===== src/rtl/patbank_ext_pkg.sv =====
// Package: shared constants and helpers for the pattern bank extender.
// Assumes an 8-bit data bus and a 16-bit CPU address space.
package patbank_ext_pkg;

    localparam int DATA_W       = 8;
    localparam int CPU_AW       = 16;
    localparam int PAT_AW       = 13;
    localparam int INNER_W      = 8;
    localparam int OFF_W        = 10;
    localparam int FULL_BANK_W  = INNER_W + 1;
    localparam int QUADS        = 4;

    localparam logic [CPU_AW-1:0] EXT_REG_ADDR = 16'h4100;
    localparam int RAM_MODE_BIT = 6;

    // Quadrant of the pattern window, taken from the top two address bits.
    typedef enum logic [1:0] {
        QUAD_LO0 = 2'd0,
        QUAD_LO1 = 2'd1,
        QUAD_HI0 = 2'd2,
        QUAD_HI1 = 2'd3
    } quad_e;

    // Extension-register bit that supplies the outer bank bit for a quadrant.
    function automatic int outer_src_bit(input int quad);
        case (quad)
            0:       return 3;
            1:       return 2;
            2:       return 0;
            default: return 1;
        endcase
    endfunction

endpackage


===== src/rtl/ext_cpu_regs.sv =====
// Module: ext_cpu_regs
// Holds the extension register and the soft-reset indicator byte and
// decodes CPU accesses to the single extension address.
// Assumes: soft_rst is sampled every clock, and each high cycle is one event.
module ext_cpu_regs
    import patbank_ext_pkg::*;
#(
    parameter logic [CPU_AW-1:0] EXT_ADDR = EXT_REG_ADDR
) (
    input  logic              clk,
    input  logic              rst_n,
    input  logic              soft_rst,
    input  logic [CPU_AW-1:0] cpu_addr,
    input  logic [DATA_W-1:0] cpu_wdata,
    input  logic              cpu_wr,
    input  logic              cpu_rd,
    output logic [DATA_W-1:0] ext_q,
    output logic [DATA_W-1:0] ind_q,
    output logic [DATA_W-1:0] cpu_rdata,
    output logic              cpu_rdata_en
);

    logic addr_hit;

    // Exact match on the extension address.
    always_comb addr_hit = (cpu_addr == EXT_ADDR);

    // Extension register: cleared by either reset, loaded by a matching write.
    always_ff @(posedge clk) begin
        if (!rst_n)                  ext_q <= '0;
        else if (soft_rst)           ext_q <= '0;
        else if (addr_hit && cpu_wr) ext_q <= cpu_wdata;
    end

    // Indicator byte: zero at power-on, every bit flips on each soft reset.
    always_ff @(posedge clk) begin
        if (!rst_n)        ind_q <= '0;
        else if (soft_rst) ind_q <= ~ind_q;
    end

    // Read path: drive the indicator only while the extension address is read.
    always_comb begin
        cpu_rdata_en = addr_hit && cpu_rd;
        cpu_rdata    = cpu_rdata_en ? ind_q : '0;
    end

    // a matching write without soft reset lands in the register.
    a_r2_write_loads: assert property (@(posedge clk) disable iff (!rst_n)
        (cpu_wr && cpu_addr == EXT_ADDR && !soft_rst) |=> ext_q == $past(cpu_wdata));

    // writes elsewhere leave the register unchanged.
    a_r2_other_addr_ignored: assert property (@(posedge clk) disable iff (!rst_n)
        (!soft_rst && !(cpu_wr && cpu_addr == EXT_ADDR)) |=> $stable(ext_q));

    // soft reset clears the register and inverts the indicator.
    a_r4_soft_clears: assert property (@(posedge clk) disable iff (!rst_n)
        soft_rst |=> (ext_q == '0) && (ind_q == ~$past(ind_q)));

    // without soft reset the indicator holds.
    a_r4_indicator_holds: assert property (@(posedge clk) disable iff (!rst_n)
        !soft_rst |=> $stable(ind_q));

    // indicator is only ever all-zeros or all-ones.
    a_r4_indicator_uniform: assert property (@(posedge clk) disable iff (!rst_n)
        (ind_q == '0) || (ind_q == '1));

endmodule


===== src/rtl/ext_outer_select.sv =====
// Module: ext_outer_select
// Picks the outer bank bit from the extension register by pattern quadrant.
// Assumes four quadrants whose source bits come from outer_src_bit().
module ext_outer_select
    import patbank_ext_pkg::*;
(
    input  logic [DATA_W-1:0] ext_q,
    input  quad_e             quad,
    output logic              outer_bit
);

    logic [QUADS-1:0] cand;

    // One candidate per quadrant, each wired to its source extension bit.
    for (genvar q = 0; q < QUADS; q++) begin : g_quad
        localparam int SRC = outer_src_bit(q);
        assign cand[q] = ext_q[SRC];
    end

    // Select the candidate for the current quadrant.
    always_comb outer_bit = cand[quad];

endmodule


===== src/rtl/ext_pattern_steer.sv =====
// Module: ext_pattern_steer
// Steers a pattern access to ROM (widened, masked bank index) or to RAM.
// Assumes ROM_BANK_BITS is between 1 and FULL_BANK_W.
module ext_pattern_steer
    import patbank_ext_pkg::*;
#(
    parameter int ROM_BANK_BITS = FULL_BANK_W
) (
    input  logic                     ram_mode,
    input  logic [PAT_AW-1:0]        pat_addr,
    input  logic                     pat_rd,
    input  logic                     pat_wr,
    input  logic [INNER_W-1:0]       inner_bank,
    input  logic                     outer_bit,
    output logic [ROM_BANK_BITS-1:0] rom_bank,
    output logic [OFF_W-1:0]         rom_offset,
    output logic                     rom_rd_en,
    output logic [PAT_AW-1:0]        ram_addr,
    output logic                     ram_rd_en,
    output logic                     ram_wr_en
);

    logic [FULL_BANK_W-1:0] full_idx;

    // Widen the inner bank number with the outer bit on top.
    always_comb full_idx = {outer_bit, inner_bank};

    // ROM side: masked index, in-bank offset, read only outside RAM mode.
    always_comb begin
        rom_bank   = full_idx[ROM_BANK_BITS-1:0];
        rom_offset = pat_addr[OFF_W-1:0];
        rom_rd_en  = pat_rd && !ram_mode;
    end

    // RAM side: flat 8 KiB window, both strobes only in RAM mode.
    always_comb begin
        ram_addr  = pat_addr;
        ram_rd_en = pat_rd && ram_mode;
        ram_wr_en = pat_wr && ram_mode;
    end

endmodule


===== src/rtl/patbank_ext.sv =====
// Module: patbank_ext (top)
// Extension latch beside a scanline-counting bank controller: the extension
// register, the soft-reset indicator, quadrant-based outer bank bit and the
// ROM/RAM steering of the pattern window.
// Assumes synchronous active-low power-on reset; soft_rst is a separate input.
module patbank_ext
    import patbank_ext_pkg::*;
#(
    parameter int                ROM_BANK_BITS = FULL_BANK_W,
    parameter logic [CPU_AW-1:0] EXT_ADDR      = EXT_REG_ADDR
) (
    input  logic                     clk,
    input  logic                     rst_n,
    input  logic                     soft_rst,
    input  logic [15:0]              cpu_addr,
    input  logic [7:0]               cpu_wdata,
    input  logic                     cpu_wr,
    input  logic                     cpu_rd,
    output logic [7:0]               cpu_rdata,
    output logic                     cpu_rdata_en,
    input  logic [12:0]              pat_addr,
    input  logic                     pat_rd,
    input  logic                     pat_wr,
    input  logic [7:0]               inner_bank,
    output logic [ROM_BANK_BITS-1:0] rom_bank,
    output logic [9:0]               rom_offset,
    output logic                     rom_rd_en,
    output logic [12:0]              ram_addr,
    output logic                     ram_rd_en,
    output logic                     ram_wr_en
);

    logic [DATA_W-1:0] ext_q;
    logic [DATA_W-1:0] ind_q;
    logic              outer_bit;
    logic              ram_mode;
    quad_e             quad;

    // Mode and quadrant decode from register and pattern address.
    always_comb begin
        ram_mode = ext_q[RAM_MODE_BIT];
        quad     = quad_e'(pat_addr[PAT_AW-1:PAT_AW-2]);
    end

    ext_cpu_regs #(.EXT_ADDR(EXT_ADDR)) u_regs (
        .clk          (clk),
        .rst_n        (rst_n),
        .soft_rst     (soft_rst),
        .cpu_addr     (cpu_addr),
        .cpu_wdata    (cpu_wdata),
        .cpu_wr       (cpu_wr),
        .cpu_rd       (cpu_rd),
        .ext_q        (ext_q),
        .ind_q        (ind_q),
        .cpu_rdata    (cpu_rdata),
        .cpu_rdata_en (cpu_rdata_en)
    );

    ext_outer_select u_outer (
        .ext_q     (ext_q),
        .quad      (quad),
        .outer_bit (outer_bit)
    );

    ext_pattern_steer #(.ROM_BANK_BITS(ROM_BANK_BITS)) u_steer (
        .ram_mode   (ram_mode),
        .pat_addr   (pat_addr),
        .pat_rd     (pat_rd),
        .pat_wr     (pat_wr),
        .inner_bank (inner_bank),
        .outer_bit  (outer_bit),
        .rom_bank   (rom_bank),
        .rom_offset (rom_offset),
        .rom_rd_en  (rom_rd_en),
        .ram_addr   (ram_addr),
        .ram_rd_en  (ram_rd_en),
        .ram_wr_en  (ram_wr_en)
    );

    // ROM and RAM never both take a read.
    a_r5_single_target: assert property (@(posedge clk) disable iff (!rst_n)
        !(rom_rd_en && ram_rd_en));

    // a pattern write in ROM mode never reaches the RAM.
    a_r8_rom_mode_no_ram_write: assert property (@(posedge clk) disable iff (!rst_n)
        (pat_wr && !ext_q[RAM_MODE_BIT]) |-> !ram_wr_en);

    // read data is quiet unless the block is selected.
    a_r3_quiet_unselected: assert property (@(posedge clk) disable iff (!rst_n)
        !cpu_rdata_en |-> (cpu_rdata == '0));

    // with the full width, bank bit 8 tracks the quadrant's source bit.
    if (ROM_BANK_BITS == FULL_BANK_W) begin : g_outer_chk
        a_r7_outer_bit_source: assert property (@(posedge clk) disable iff (!rst_n)
            (pat_rd && !ext_q[RAM_MODE_BIT]) |->
            ((pat_addr[12:11] == 2'd0 && rom_bank[8] == ext_q[3]) ||
             (pat_addr[12:11] == 2'd1 && rom_bank[8] == ext_q[2]) ||
             (pat_addr[12:11] == 2'd2 && rom_bank[8] == ext_q[0]) ||
             (pat_addr[12:11] == 2'd3 && rom_bank[8] == ext_q[1])));
    end

endmodule


===== config.mk =====
export PLATFORM = sky130hd
export DESIGN_NAME = patbank_ext
export DESIGN_NICKNAME = d
export VERILOG_FILES = /design/src/rtl/patbank_ext_pkg.sv /design/src/rtl/ext_cpu_regs.sv /design/src/rtl/ext_outer_select.sv /design/src/rtl/ext_pattern_steer.sv /design/src/rtl/patbank_ext.sv
export SDC_FILE = /design/constraint.sdc
export NUM_CORES = 1
export LEC_CHECK = 0
export ABC_CLOCK_PERIOD_IN_PS = 890
export BUFFER_PORTS_ARGS = -buffer_cell sky130_fd_sc_hd__buf_2
export CAP_MARGIN = 20
export CORE_ASPECT_RATIO = 1.5
export CORE_MARGIN = 2
export CORE_UTILIZATION = 31
export DETAILED_ROUTE_END_ITERATION = 8
export PLACE_DENSITY = 0.75
export SYNTH_ARGS = -nofsm -noshare
export SYNTH_HDL_FRONTEND = slang
export SYNTH_SLANG_ARGS = --single-unit

===== constraint.sdc =====
create_clock -name clk -period 0.89 [get_ports clk]
set_input_delay 0.0445 -clock clk [delete_from_list [all_inputs] [get_ports clk]]
set_output_delay 0.0445 -clock clk [all_outputs]
set_load 0.01 [all_outputs]

==> results of run 1 <==
## placed cells by master, fill, tap and decap left out, types with 2 or more instances in the layout
cell      count
nand3_1       4
and2_1        9
buf_4         2
buf_6        16
xor2_1        8
nor4_4        2
buf_2        29
and3_4        8
a21oi_1       4
nor4b_4       2
o21ai_1       5
dfxtp_2       2
and4_4        2
dfxtp_1      11
and2_4        2
clkbuf_8      3
## through the flow
step	area [um^2]	setup slack, ns	total power, mW	instances
final	1170	-0.307	1.38	156
after global routing	1170	-0.336	1.45	156
after CTS	1150	-0.321	1.39	156
after detailed placement	988	-0.342	0.860	148
after global placement	988	-0.294	0.851	148
after floorplan	983	-0.0485	0.883	99
## cell type report
type,instances,area (um^2),area share
multi-input combinational,52,472,0.402
timing repair buffer,47,340,0.290
sequential,13,263,0.224
tap,39,48.8,0.0416
clock buffer,4,45.0,0.0384
inverter,1,3.75,0.00320
## flip-flops by register name, summed over array words and instances (netlist names)
register      cells
u_regs.ind_q      8
u_regs.ext_q      5
## worst register-to-register path, delay by kind of cell, from the launching register on
family / cells / cell delay [ns]
flip-flops: 1 / 0.32
AND/OR/NAND/NOR: 1 / 0.17
XOR/XNOR: 1 / 0.16
## worst max path at each step
stage,to,cells past startpoint,startpoint,slack [ns]
after floorplan,cpu_rdata[0],4,cpu_addr[5],-0.05
after global placement,cpu_rdata[2],5,cpu_addr[5],-0.29
after detailed placement,cpu_rdata[2],5,cpu_addr[5],-0.34
after CTS,rom_bank[8],2,u_regs.ext_q[1],-0.32
after global routing,rom_bank[8],2,u_regs.ext_q[1],-0.34
final,rom_bank[8],2,u_regs.ext_q[1],-0.31
## cells in the mapped netlist
cell,n,share of area
mux4_2,1,0.024
and4_4,1,0.012
o21ai_1,5,0.027
inv_1,1,0.0040
buf_2,1,0.0054
and3_1,8,0.054
nand2b_1,1,0.0067
nor4_4,1,0.023
nand4_1,1,0.0067
nor4b_4,2,0.051
buf_8,1,0.016
nor2b_1,1,0.0067
dfxtp_1,13,0.28
buf_4,32,0.26
nand3_1,4,0.022
a21oi_2,1,0.0094
nand3_2,1,0.011
xor2_1,8,0.075
nor4_2,1,0.013
a21oi_1,4,0.022
and2_1,11,0.074
## metal layers
| layer | part of all wire | track usage | up-vias |
|---|---|---|---|
| met5 | 0 | 0 | - |
| met4 | 0.024 | 0.102 | 0 |
| met3 | 0.10 | 0.0274 | 8 |
| met2 | 0.51 | 0.227 | 48 |
| met1 | 0.36 | 0.135 | 332 |
| li1 | - | - | 344 |
## what timing repair did
item / 4_1_cts / 5_1_grt
resized for setup: 16 / 5
gates cloned: 1 / 0
setup endpoints to repair: 17 / 17
pin swaps: 16 / 8
hold endpoints to repair: 0 / 0
buffers inserted: 3 / 0
## logic make-up (layout without fill, tap and decap cells)
logic type,Yosys count,count (layout),share of synthesized area
mux,1,1,0.0242
xor+xnor,8,8,0.0753
simple gates,32,33,0.280
buf+inv,35,52,0.284
compound gates,10,10,0.0578
flops,13,13,0.280
## power by group through the flow
| stage | combinational (mW) | sequential (mW) | clock, mW |
|---|---|---|---|
| after global routing | 0.241 | 0.651 | 0.555 |
| after global placement | 0.193 | 0.657 | 0 |
| after floorplan | 0.229 | 0.654 | 0 |
| after CTS | 0.216 | 0.648 | 0.527 |
| after detailed placement | 0.200 | 0.660 | 0 |
| final | 0.216 | 0.648 | 0.511 |
==> metrics, run 1 <==
worst path cell trace mux4_2 > buf_6; htree depth 1; critical path required time 0.85 ns; Remaining Overflow, GRT 0; register area share after synthesis 0.280; first-pass GRT wire length approximately 3400 um; Max Fclk about 840 MHz; row count 24; post-route setup TNS -3.38 ns; hold wc startpoint cpu_wdata[1]; Sw Ratio 0.234; relative slew slack 0.780; all-layer global routing usage 0.130; crit path DAT approximately 1.2 ns; drt initial violations 12; Filler cells between 300 and 400; max-cap violation count 0; Routed Antenna Nets 0; Worst R2R Path Depth 2; Final Hold Vio Count 0; initial antenna violation count 0; Crit Path Class reg -> out; average cell area after synthesis approximately 9.4 um^2; Hold Slack between 0.05 and 0.06 ns; synthesis warning total 0; Worst Tran Pin Value around 0.33 ns; starting density of the core 0.323; syn_nets 151; Reg clk slew, reported paths approximately 0.05 ns; Synth Instances slightly below 100; setup violators final 15; Routed WL per cell between 10 and 15 um; final critical-path setup slack -0.307 ns; Sequential Power Share 0.471; PD cells roughly 1200 nW/um^2; vias in the first global route roughly 770; Final Wtd Congestion approximately 0.67; Crit path max-delay family multiplexers; Hold Buf Count CTS 0; First-pass DRT Iterations 4; worst hold path endpoint u_regs.ext_q[1]; Remaining DRCs 0; slack of the worst reg-to-reg path 0.14 ns; leakage about 0.51 nW; clock share of power 0.372; Die H 71.1 um; Util after Layout 0.407; peak supply drop between 0.5 and 0.6 mV; worst-path maximum fanout 2; RSZ-0062 raised after global routing true; clock latency on the worst-skew pair 0.23 ns; worst hold path class in -> reg; Root Driver clkbuf_8; clk_skew 0 ns; fin crit period 1.20 ns; Avg Vias per Cell 4.69; violated checks negative setup slack; sw power roughly 0.32 mW; DRT Wirelength between 2000 and 2500 um; share of cells above drive strength 1 0.607; TritonCTS clock tree done; fin crit share 1.35; Critical R2R Launch u_regs.ind_q[5]; CP bufs+invs 1; max-slew violations 0; CTS Sinks 13; CP endpoint kind output port; clock buffer depth 2; Int Power approximately 1.1 mW; Post-Syn Area roughly 930 um^2; synth-to-layout area growth 25.9%; # nets final 170; die width 48.7 um; combinational power share 0.157; largest net degree at the start of global routing 10; DIE AREA ~3500 um^2; Port Buffer Count 44; #FFs+latches synth 13; # IOs 96; r2r endpoint u_regs.ind_q[5]; number of library cell types mapped by synthesis 21; via count roughly 730; critical path's slowest cell mux4_2; total CTS buffers 3; ant diodes 0; Worst path max stage delay 0.47 ns; Hold Path Cell Cnt 3; crit start category register; status finished with violations; core area 2880 um^2
(Power assumes the default switching activity.)
==> run 2: changes to the inputs <==
Settings changed: CORE_UTILIZATION 31 to 33, CTS_BUF_LIST set to sky130_fd_sc_hd__clkbuf_4, PLACE_DENSITY 0.75 to 0.79, SLEW_MARGIN set to 20.
==> run 2 against run 1 <==
Via count decreased by 0.55%. Die area fell by 5.6%. Register-to-register slack hardly changed. The flow still finishes with violations (negative setup slack). Critical path type unchanged.
==> metrics, run 2 (synthesis results as in run 1) <==
status finished with violations; violated checks negative setup slack; CP endpoint kind output port; Port Buffer Count 44; Crit Path Class reg -> out; # nets final about 170; Critical R2R Launch u_regs.ind_q[5]; Inst Count DP approximately 150; Reg clk slew, reported paths around 0.08 ns; synth-to-layout area growth 28.6%; htree depth 1; peak supply drop approximately 0.54 mV; worst-path maximum fanout 2; Final Wtd Congestion slightly above 0.7; Max Fclk just over 800 MHz; setup violators final 17; hold wc startpoint cpu_wdata[0]; ant diodes 0; final critical-path setup slack -0.346 ns; Root Driver clkbuf_4; crit start category register; max-cap violation count 0; TritonCTS clock tree done; worst hold path class in -> reg; drt initial violations 2; Routed Antenna Nets 0; clk_skew 0 ns; die width ~47 um; CP startpoint u_regs.ext_q[1]; Die H 69.1 um; row count 23; Largest register FFs 8; DIE AREA 3270 um^2; clock latency on the worst-skew pair 0.27 ns; vias in the first global route between 700 and 800; Remaining Overflow, GRT 0; Pwr Total 1.23 mW; core area approximately 2700 um^2; met1 usage 0.136; commonest non-fill, non-tap cell in the layout buf_2; clock buffer depth 2; fin crit share 1.39; via count roughly 730; max-slew violations 0; PD cells 1020 nW/um^2; First-pass DRT Iterations 3; total CTS buffers 3; slack of the worst reg-to-reg path around 0.15 ns; first-pass GRT wire length just over 3000 um; hpwl dp approximately 1400 um; Remaining DRCs 0; relative slew slack 0.806; # IOs 96; commonest cells after routing, fill and taps aside buf_2 (27), buf_6 (18), dfxtp_1 (12); Routed WL per cell approximately 13 um; Avg Vias per Cell 4.70; Worst Tran Pin Value about 0.29 ns; crit path DAT roughly 1.2 ns; Filler cells approximately 270; RSZ-0062 raised after global routing true; GRT busiest layer met2; routing usage on met3 0.0576; largest net degree at the start of global routing 10; Top reg by flops u_regs.ind_q; CTS Sinks 13; met2 Track Usage GR 0.192; all-layer global routing usage 0.125; starting density of the core 0.348; DRT Wirelength between 1500 and 2000 um; Post-Layout Cell Count around 160; leakage slightly above 0.5 nW; fin crit period 1.24 ns; Final Hold Vio Count 0; share of cells above drive strength 1 0.636; Largest regs u_regs.ind_q x8, u_regs.ext_q x5; initial antenna violation count 0; critical path required time about 0.85 ns
==> run 2: cell types whose count changed in the layout (fill, tap and decap cells not counted), moves of 2 or more <==
cell           delta
nand3_1           -2
clkbuf_8          -3
nand3_2           +2
buf_2             -2
clkbuf_4          +3
buf_6             +2
a21oi_1           -2
a21oi_2           +2
dlygate4sd3_1     +2
==> run 2: worst max-delay path, stage by stage (launching register included) <==
cell and delay (ns):
dfxtp_1 0.32, mux4_2 0.45, buf_2 0.15
==> run 2: per-layer routing <==
layer	wire [um]	up-vias
met4	35	0
met3	254	7
li1	-	341
met5	0	-
met2	963	57
met1	690	323
==> run 2: cell type report <==
| type | instances | area [um^2] | share of cell area |
|---|---|---|---|
| Inverter | 1 | 3.75 | 0.00313 |
| Multi-Input combinational cell | 52 | 493 | 0.412 |
| Sequential cell | 13 | 262 | 0.218 |
| Clock buffer | 3 | 22.5 | 0.0188 |
| Timing Repair Buffer | 48 | 365 | 0.305 |
| Clock inverter | 1 | 5.00 | 0.00418 |
| Tap cell | 37 | 46.3 | 0.0387 |
==> run 2: where the power goes <==
part	leakage, nW	switching (mW)	total, mW	internal (mW)
sequential	0.107	0.0252	0.645	0.620
clock	0.0177	0.187	0.353	0.166
combinational	0.389	0.0986	0.228	0.130
==> run 2: final timing paths <==
| path | to | cells past startpoint |
|---|---|---|
| worst max-delay path | rom_bank[8] | 2 |
| worst min-delay path | u_regs.ext_q[0] | 3 |
| worst max register to register | u_regs.ind_q[5] | 2 |
| worst min register to register | u_regs.ext_q[3] | 2 |
==> run 2: timing repair <==
item | in CTS | in global routing
pin swaps | 19 | 4
setup endpoints to repair | 13 | 18
hold endpoints to repair | 0 | 2
resized for setup | 17 | 12
setup buffers | 2 | 2
hold buffers | 0 | 2
gates cloned | 1 | 0
==> run 2: through the flow <==
step | utilization | area (um^2) | setup WS [ns] | TNS, ns | hold slack (ns)
final | 0.447 | 1200 | -0.346 | -2.45 | 0.0163
after global routing | 0.447 | 1200 | -0.383 | -3.36 | 0.0207
after CTS | 0.422 | 1130 | -0.366 | -2.99 | 0.0103
after detailed placement | 0.368 | 986 | -0.301 | -3.89 | 0.0891
after global placement | 0.368 | 986 | -0.280 | -3.54 | 0.0891
after floorplan | - | 983 | -0.0485 | -0.482 | 0.166
==> run 3: changes to the inputs <==
Settings changed: ABC_CLOCK_PERIOD_IN_PS 890 to 1100, CAP_MARGIN 20 to 0.
Clock period 0.89 ns to 1.1 ns, I/O delays scaled along.
==> run 3 against run 2 <==
Combinational power shrank 21%. Flip-flop and latch count unchanged. Via count fell by 1.8%. Largest power group unchanged. The run still ends with negative setup slack left. Highest routed layer unchanged. Cell area shrank 3.8%. Setup slack improved by 0.20 ns. Cell count down 1.3%. Largest cell class unchanged. Critical endpoint unchanged.
==> metrics, run 3 (synthesis results as in run 1) <==
initial antenna violation count 0; crit start category register; RSZ-0062 raised after global routing true; Place WS -0.118 ns; die width ~47 um; share of cells above drive strength 1 0.595; Top reg by flops u_regs.ind_q; Port Buffer Count 44; critical path required time ~1.0 ns; commonest cells after routing, fill and taps aside buf_2 (27), buf_6 (17), dfxtp_1 (12); Hold Buf Count CTS 0; vias in the first global route 712; Max Fclk roughly 800 MHz; synth-to-layout area growth 23.8%; clk_skew 0 ns; Avg Vias per Cell ~4.7; Final Wtd Congestion ~0.71; Pwr Total between 1 and 1.5 mW; core area between 2000 and 3000 um^2; Worst path max stage delay 0.47 ns; Die H roughly 69 um; drt initial violations 4; Largest register FFs 8; fin crit period roughly 1.2 ns; final critical-path setup slack -0.146 ns; Routed Antenna Nets 0; htree depth 1; CP bufs+invs 1; TritonCTS clock tree done; Post-Layout Cell Count roughly 150; Remaining Overflow, GRT 0; crit path DAT between 1 and 1.5 ns; # IOs 96; Final Hold Vio Count 0; ant diodes 0; first-pass GRT wire length ~3200 um; violated checks negative setup slack; largest net degree at the start of global routing 10; starting density of the core 0.348; peak supply drop ~0.44 mV; row count 23; max-cap violation count 0; clock latency on the worst-skew pair around 0.26 ns; all-layer global routing usage 0.129; Root Driver clkbuf_4; DIE AREA between 3000 and 4000 um^2; via count roughly 720; total CTS buffers 3; commonest non-fill, non-tap cell in the layout buf_2; Worst Tran Pin Value about 0.28 ns; clock buffer depth 2; hpwl dp approximately 1600 um; worst path cell trace mux4_2 > buf_6; fin crit share 1.13; leakage between 0.5 and 0.6 nW; # nets final between 150 and 200; max-slew violations 0; Util after Layout 0.431; Crit path max-delay family multiplexers; CP endpoint kind output port; CTS Sinks 13; Largest regs u_regs.ind_q x8, u_regs.ext_q x5; Routed WL per cell between 10 and 15 um; Reg clk slew, reported paths about 0.070 ns; First-pass DRT Iterations 4; Inst Count DP 146; worst hold path class in -> reg; PD cells between 800 and 900 nW/um^2; DRT Wirelength between 2000 and 2500 um; critical path's slowest cell mux4_2; setup violators final 9; relative slew slack 0.813; status finished with violations; worst-path maximum fanout 2; Crit Path Class reg -> out; Remaining DRCs 0
==> run 3: changes by cell type in the layout (fill, tap and decap cells not counted), sizes merged <==
cell	change
clkinv	-1
clkbuf	+1
dlygate4sd3	-2
==> run 3: cell type report <==
type	count	area [um^2]
Tap cell	37	46.3
Clock buffer	4	30.0
Inverter	1	3.75
Multi-Input combinational cell	52	469
Sequential cell	13	262
Timing Repair Buffer	46	342
Fill cell	258	1520
==> run 3: power breakdown <==
part,switching (mW),total [mW],internal (mW)
Combinational,0.0780,0.179,0.101
Clock,0.140,0.305,0.165
Sequential,0.0220,0.524,0.502
Total,0.240,1.01,0.768
==> run 3: worst paths after layout <==
check                        from         endpoint  slack (ns)  cells after the start
hold / removal       cpu_wdata[3]  u_regs.ext_q[3]        0.03                      3
hold reg to reg   u_regs.ext_q[0]  u_regs.ext_q[0]        0.50                      2
setup / recovery  u_regs.ext_q[1]      rom_bank[8]       -0.15                      2
setup reg to reg  u_regs.ind_q[5]  u_regs.ind_q[5]        0.36                      2
==> run 3: worst register-to-register path, cell delays in order (launching register included) <==
cell and delay [ns]:
dfxtp_1 0.33, xor2_1 0.15, and2_1 0.16
==> run 3: what timing repair did <==
item                                    4_1_cts  5_1_grt
pin swaps                                    11        6
gates cloned                                  1        0
gates resized for setup                      20        9
endpoints found under the setup margin       10       10
setup buffers                                 2        0
==> run 3: per-layer routing <==
| metal | wire length, um | up-vias | global-route usage |
|---|---|---|---|
| met5 | 0 | - | 0 |
| met4 | 14 | 0 | 0.0710 |
| met2 | 1130 | 30 | 0.212 |
| met3 | 150 | 4 | 0.0340 |
| li1 | - | 339 | - |
| met1 | 734 | 342 | 0.138 |
==> run 3: through the flow <==
stage                     hold WS (ns)  cell area (um^2)  setup TNS, ns
final                           0.0331              1150         -0.392
after global routing            0.0336              1150         -0.812
after CTS                       0.0241              1110         -0.321
after floorplan                  0.177               931              0
after global placement           0.110               937         -0.436
after detailed placement         0.110               937         -0.964
